**config.mk**
```make
export PLATFORM = sky130hd
export DESIGN_NAME = clk_switch_div
export DESIGN_NICKNAME = d
export VERILOG_FILES = /design/src/rtl/ckc_pkg.sv /design/src/rtl/ckc_regs.sv /design/src/rtl/ckc_ctrl.sv /design/src/rtl/ckc_div.sv /design/src/rtl/clk_switch_div.sv
export SDC_FILE = /design/constraint.sdc
export NUM_CORES = 1
export LEC_CHECK = 0
export ABC_AREA = 1
export BUFFER_PORTS_ARGS = -buffer_cell sky130_fd_sc_hd__buf_2
export CELL_PAD_IN_SITES_DETAIL_PLACEMENT = 1
export CELL_PAD_IN_SITES_GLOBAL_PLACEMENT = 1
export CORE_MARGIN = 2
export CORE_UTILIZATION = 38
export DETAILED_ROUTE_END_ITERATION = 8
export PLACE_DENSITY = 0.81
export SYNTH_ARGS = -nofsm -noshare
export SYNTH_HDL_FRONTEND = slang
export SYNTH_HIERARCHICAL = 1
export SYNTH_SLANG_ARGS = --single-unit
export TNS_END_PERCENT = 100
```
**constraint.sdc**
```tcl
create_clock -name clk -period 1.64 [get_ports clk]
set_input_delay 0.246 -clock clk [delete_from_list [all_inputs] [get_ports clk]]
set_output_delay 0.246 -clock clk [all_outputs]
set_load 0.02 [all_outputs]
```
**src/rtl/ckc_pkg.sv**
```systemverilog
package ckc_pkg;

  localparam int ADDR_W = 2;

  localparam logic [ADDR_W-1:0] A_LOCK = 2'd0;
  localparam logic [ADDR_W-1:0] A_CFG  = 2'd1;
  localparam logic [ADDR_W-1:0] A_DIV  = 2'd2;

  typedef enum logic [1:0] {
    ST_XTAL = 2'd0,
    ST_LOCK = 2'd1,
    ST_PLL  = 2'd2
  } srcState_t;

  typedef enum logic [1:0] {
    DIV_111 = 2'd0,
    DIV_112 = 2'd1,
    DIV_122 = 2'd2,
    DIV_124 = 2'd3
  } divSel_t;

  // strobes from the control to the datapath
  typedef struct packed {
    logic coreTick;
    logic lockBusy;
    logic onPll;
  } ctlStrobe_t;

endpackage

```
**src/rtl/ckc_regs.sv**
```systemverilog
module ckc_regs
  import ckc_pkg::*;
#(
  parameter int DATA_W   = 32,
  parameter int LOCK_W   = 12,
  parameter int MUL_LSB  = 12,
  parameter int MUL_W    = 8,
  parameter int PRE_LSB  = 4,
  parameter int PRE_W    = 6,
  parameter int POST_LSB = 0,
  parameter int POST_W   = 2,
  parameter logic [DATA_W-1:0] CFG_RST = 32'h0005_C040
) (
  input  logic              clk,
  input  logic              rstN,
  input  logic [ADDR_W-1:0] regAddr,
  input  logic              regWrEn,
  input  logic [DATA_W-1:0] regWrData,
  output logic [DATA_W-1:0] regRdData,
  output logic [LOCK_W-1:0] lockMain,
  output logic              cfgArm,
  output logic [1:0]        divPending
);

  localparam int LOCK_REG_W = 2 * LOCK_W;
  localparam logic [DATA_W-1:0] MUL_MASK  = DATA_W'(((64'd1 << MUL_W) - 1) << MUL_LSB);
  localparam logic [DATA_W-1:0] PRE_MASK  = DATA_W'(((64'd1 << PRE_W) - 1) << PRE_LSB);
  localparam logic [DATA_W-1:0] POST_MASK = DATA_W'(((64'd1 << POST_W) - 1) << POST_LSB);
  localparam logic [DATA_W-1:0] CFG_MASK  = MUL_MASK | PRE_MASK | POST_MASK;

  logic [LOCK_REG_W-1:0] lockReg;
  logic [DATA_W-1:0]     cfgReg;
  logic [1:0]            divReg;

  logic wrLock, wrCfg, wrDiv;

  assign wrLock = regWrEn && (regAddr == A_LOCK);
  assign wrCfg  = regWrEn && (regAddr == A_CFG);
  assign wrDiv  = regWrEn && (regAddr == A_DIV);

  always_ff @(posedge clk) begin
    if (!rstN) begin
      lockReg <= '1;
      cfgReg  <= CFG_RST & CFG_MASK;
      divReg  <= DIV_111;
    end else begin
      if (wrLock) lockReg <= regWrData[LOCK_REG_W-1:0];
      if (wrCfg)  cfgReg  <= regWrData & CFG_MASK;
      if (wrDiv)  divReg  <= regWrData[1:0];
    end
  end

  always_comb begin
    unique case (regAddr)
      A_LOCK:  regRdData = DATA_W'(lockReg);
      A_CFG:   regRdData = cfgReg;
      A_DIV:   regRdData = DATA_W'(divReg);
      default: regRdData = '0;
    endcase
  end

  assign lockMain   = lockReg[LOCK_W-1:0];
  assign cfgArm     = wrCfg;
  assign divPending = divReg;

endmodule

```
**src/rtl/ckc_ctrl.sv**
```systemverilog
module ckc_ctrl
  import ckc_pkg::*;
#(
  parameter int LOCK_W = 12
) (
  input  logic              clk,
  input  logic              rstN,
  input  logic              xtalTick,
  input  logic              pllTick,
  input  logic              cfgArm,
  input  logic [LOCK_W-1:0] lockMain,
  output ctlStrobe_t        stb
);

  srcState_t         state;
  logic [LOCK_W-1:0] lockCnt;
  logic              lockEnds;

  // the wait ends on the tick that consumes the last count, or at once when empty
  assign lockEnds = (lockCnt == '0) || (xtalTick && (lockCnt == LOCK_W'(1)));

  always_ff @(posedge clk) begin
    if (!rstN) begin
      state   <= ST_XTAL;
      lockCnt <= '0;
    end else if (cfgArm) begin
      state   <= ST_LOCK;
      lockCnt <= lockMain;
    end else if (state == ST_LOCK) begin
      if (lockEnds) begin
        state <= ST_PLL;
      end else if (xtalTick) begin
        lockCnt <= lockCnt - LOCK_W'(1);
      end
    end
  end

  always_comb begin
    stb.lockBusy = (state == ST_LOCK);
    stb.onPll    = (state == ST_PLL);
    unique case (state)
      ST_XTAL: stb.coreTick = xtalTick;
      ST_PLL:  stb.coreTick = pllTick;
      default: stb.coreTick = 1'b0;
    endcase
  end

endmodule

```
**src/rtl/ckc_div.sv**
```systemverilog
module ckc_div
  import ckc_pkg::*;
#(
  parameter int PH_W = 2
) (
  input  logic       clk,
  input  logic       rstN,
  input  ctlStrobe_t stb,
  input  logic [1:0] divPending,
  output logic       hbusEn,
  output logic       pbusEn
);

  divSel_t         active;
  logic [PH_W-1:0] phase;
  logic [PH_W-1:0] hMask, pMask;
  logic            periodEnd;

  always_comb begin
    unique case (active)
      DIV_111: begin hMask = PH_W'(0); pMask = PH_W'(0); end
      DIV_112: begin hMask = PH_W'(0); pMask = PH_W'(1); end
      DIV_122: begin hMask = PH_W'(1); pMask = PH_W'(1); end
      default: begin hMask = PH_W'(1); pMask = PH_W'(3); end
    endcase
  end

  assign periodEnd = ((phase & pMask) == pMask);
  assign hbusEn    = stb.coreTick && ((phase & hMask) == '0);
  assign pbusEn    = stb.coreTick && ((phase & pMask) == '0);

  always_ff @(posedge clk) begin
    if (!rstN) begin
      active <= DIV_111;
      phase  <= '0;
    end else if (stb.coreTick) begin
      if (periodEnd) begin
        phase  <= '0;
        active <= divSel_t'(divPending);
      end else begin
        phase <= phase + PH_W'(1);
      end
    end
  end

endmodule

```
**src/rtl/clk_switch_div.sv**
```systemverilog
module clk_switch_div
  import ckc_pkg::*;
#(
  parameter int DATA_W = 32,
  parameter int LOCK_W = 12
) (
  input  logic              clk,
  input  logic              rstN,
  input  logic              xtalTick,
  input  logic              pllTick,
  input  logic [1:0]        regAddr,
  input  logic              regWrEn,
  input  logic [DATA_W-1:0] regWrData,
  output logic [DATA_W-1:0] regRdData,
  output logic              coreClkEn,
  output logic              hbusClkEn,
  output logic              pbusClkEn,
  output logic              pllSelected
);

  logic [LOCK_W-1:0] lockMain;
  logic              cfgArm;
  logic [1:0]        divPending;
  ctlStrobe_t        ctlStb;
  logic              lockBusy;

  ckc_regs #(.DATA_W(DATA_W), .LOCK_W(LOCK_W)) u_regs (
    .clk(clk), .rstN(rstN), .regAddr(regAddr), .regWrEn(regWrEn),
    .regWrData(regWrData), .regRdData(regRdData), .lockMain(lockMain),
    .cfgArm(cfgArm), .divPending(divPending)
  );

  ckc_ctrl #(.LOCK_W(LOCK_W)) u_ctrl (
    .clk(clk), .rstN(rstN), .xtalTick(xtalTick), .pllTick(pllTick),
    .cfgArm(cfgArm), .lockMain(lockMain), .stb(ctlStb)
  );

  ckc_div #(.PH_W(2)) u_div (
    .clk(clk), .rstN(rstN), .stb(ctlStb), .divPending(divPending),
    .hbusEn(hbusClkEn), .pbusEn(pbusClkEn)
  );

  assign coreClkEn   = ctlStb.coreTick;
  assign pllSelected = ctlStb.onPll;
  assign lockBusy    = ctlStb.lockBusy;

endmodule

```
==> qor.yml <==
clock.fmax_mhz: 569.0
gp_congestion: 0.8036
setup_viol: 3
yosysTopAreaCell: "dfxtp_1"
hold_viol_final: 0
hpwl_um: 6363
ys.flop_type: "dfxtp_1"
synth_area_um2: 3297
hold_path.class: "in2reg"
rr_worst_depth: 13
drt_wl_total_um: 9373
ir_drop_v: 0.0005786
rsz0062_at_grt: "yes"
whs_path_depth: 3
root_buffer: "clkbuf_8"
synth_common_cells: "nand2_1, nand3_1, nor2_1"
utilization_pct: 48.20
drive_gt1_share_pct: 24.91
maxCapViolCount: 0
grt_pass1_vias: 3431
synth_cell_types: 30
critPathKind: "reg2out"
nets: 599
core_um2: 8299
ys_top_cells_by_area: "dfxtp_1, nand2_1, nand3_1"
synth-async-reset-ratio_pct: 0
synth_seq_cells: 60
start_kind: "flip-flop"
timing.setup.tns_ns: -0.1845
area_growth_pct: 21.33
power_density_nw_per_um2: 1052
dieArea_um2: 9437
rows: 33
cp_max_fo: 5
numPortBuffers: 58
die_h_um: 97.15
reg2reg_setup_slack_ns: -0.02
tightest_slew_ns: 0.5060
post-place-ws_ns: -0.06391
cp.arrival_ns: 1.51
maxSlewViolCount: 0
endpoint_kind: "output port"
drt_pass1_iterations: 4
die_w_um: 97.15
grt_max_degree: 48
synth.top_cell.area_share_pct: 36.43
initial_utilization_pct: 39.73
grt_pass1_wl_um: 15920
cts_tree: "yes"
finalCritPeriodShare_pct: 107.2
ys_seq_area_share_pct: 36.43
htreeDepth: 3
vias: 3268
wl_per_cell_um: 14.05
setup_ws_ns: -0.1176
clk_latency_ns: 0.35
dp_cells: 639
antenna_found_initial: 0
post_drt_via_cell_ratio: 4.900
route.detailed.drc: 0
grt_overflow: 0
numCtsBuffers: 9
detail-route-antenna-nets: 0
required_ns: 1.39
worst_clock_skew_ns: 0.006881
drt_iter0_markers: 143
yosysWarnings: 6
status: "finished, violations left"
violations: "setup timing"
post-route-min-period_ns: 1.758
synthCells: 497
synth_edf_count: 0
cts.path.max_buffers: 2
leakage_nw: 2.109
hold_buffers: 0
grt.total_usage_pct: 20.29
slew_headroom_pct: 66.14
yosysMostFrequentCell: "nand2_1"
clock_sinks: 60
antenna-diode-count: 0
ioPinCount: 75
finalNonFillerCells: 667
avgSynthCellArea_um2: 6.634
clkTransAtPathRegs_ns: 0.08
-- layer usage --
layer	vias to the layer above	track usage [%]	share of wire [%]	wire [µm]
li1	1652	-	-	-
met1	1552	23.73	44	4088
met2	56	37.07	51	4785
met3	8	4.676	4.2	389
met4	0	5.417	1.2	109
met5	-	0	0	0
-- final timing paths --
| check | startpoint | endpoint |
|---|---|---|
| min reg2reg | u_regs/lockReg[21]$_SDFFE_PN1P_ | u_regs/lockReg[21]$_SDFFE_PN1P_ |
| min | regWrData[8] | u_regs/cfgReg[8]$_SDFFE_PN0P_ |
| max reg2reg | u_ctrl/state[1]$_SDFFE_PP0P_ | u_div/active[0]$_SDFFE_PN0P_ |
| max | u_ctrl/state[1]$_SDFFE_PP0P_ | pbusClkEn |
-- report_power, final --
group / internal (mW) / switching, mW / leakage [nW]
combinational: 0.386 / 0.629 / 1.50
sequential: 1.55 / 0.0678 / 0.494
clock: 0.913 / 0.662 / 0.117
-- cell type report --
cell class                      count  area, µm²
Tap cell                          105      131.4
Multi-Input combinational cell    352       1712
Clock inverter                      6      95.09
Inverter                           48      180.2
Sequential cell                    60       1206
Fill cell                        1109       4299
Timing Repair Buffer               86      538.0
Clock buffer                       10      137.6
-- cell families (layout without fill, tap and decap cells) --
group           after synthesis  after routing  synth area share [%]
other cells                   1              8                0.1137
fa+ha+maj                     3              3                 1.139
buf+inv                      92            150                 14.99
simple gates                303            303                 40.68
xor+xnor                      4              4                 1.063
compound gates               34             34                 5.579
flops                        60             60                 36.43
-- timing repair --
item | CTS | global route
resized for setup | 10 | 13
pin swaps | 4 | 4
setup endpoints to repair | 11 | 17
setup buffers | 8 | 4
cloned | 0 | 0
endpoints found under the hold margin | 0 | 0
-- flip-flops by register name, summed over array words and instances (netlist names) --
signal	cells
u_ctrl/lockCnt	12
u_ctrl/state	2
u_div/active	2
u_div/phase	2
u_regs/cfgReg	16
u_regs/divPending	2
u_regs/lockReg	24
-- worst max-delay path, cell delays in order, from the launching register on --
cell	delay [ns]
dfxtp_2	0.36
inv_2	0.06
nor2_4	0.09
nand2_2	0.07
o31ai_4	0.08
nand2_1	0.14
a32oi_2	0.18
buf_4	0.17
-- metrics by stage --
| step | power (mW) | hold slack, ns | instance area (µm²) |
|---|---|---|---|
| floorplan | 2.318 | 0.3687 | 3352 |
| global placement | 2.517 | 0.4381 | 3605 |
| detailed placement | 2.558 | 0.4494 | 3605 |
| CTS | 4.212 | 0.1187 | 3926 |
| global route | 4.437 | 0.1428 | 4000 |
| finish | 4.210 | 0.1323 | 4000 |
-- placed cells by master (no fill, tap or decap), drive strengths merged --
| cell type | synthesis | final |
|---|---|---|
| nor3 | 1 | 1 |
| a21oi | 11 | 11 |
| ha | 3 | 3 |
| nand3 | 89 | 89 |
| nand4 | 1 | 1 |
| clkbuf | 6 | 10 |
| o211ai | 2 | 2 |
| inv | 48 | 50 |
| o21ai | 18 | 18 |
| clkinv | 0 | 2 |
| buf | 37 | 86 |
| nand2 | 143 | 143 |
| bufinv | 0 | 2 |
| nor2 | 69 | 69 |
| a211oi | 1 | 1 |
| o31ai | 1 | 1 |
| conb | 1 | 8 |
| a32oi | 1 | 1 |
| xnor2 | 1 | 1 |
| xor2 | 3 | 3 |
| dfxtp | 60 | 60 |
Note: power is estimated with default switching activity, not from simulation.
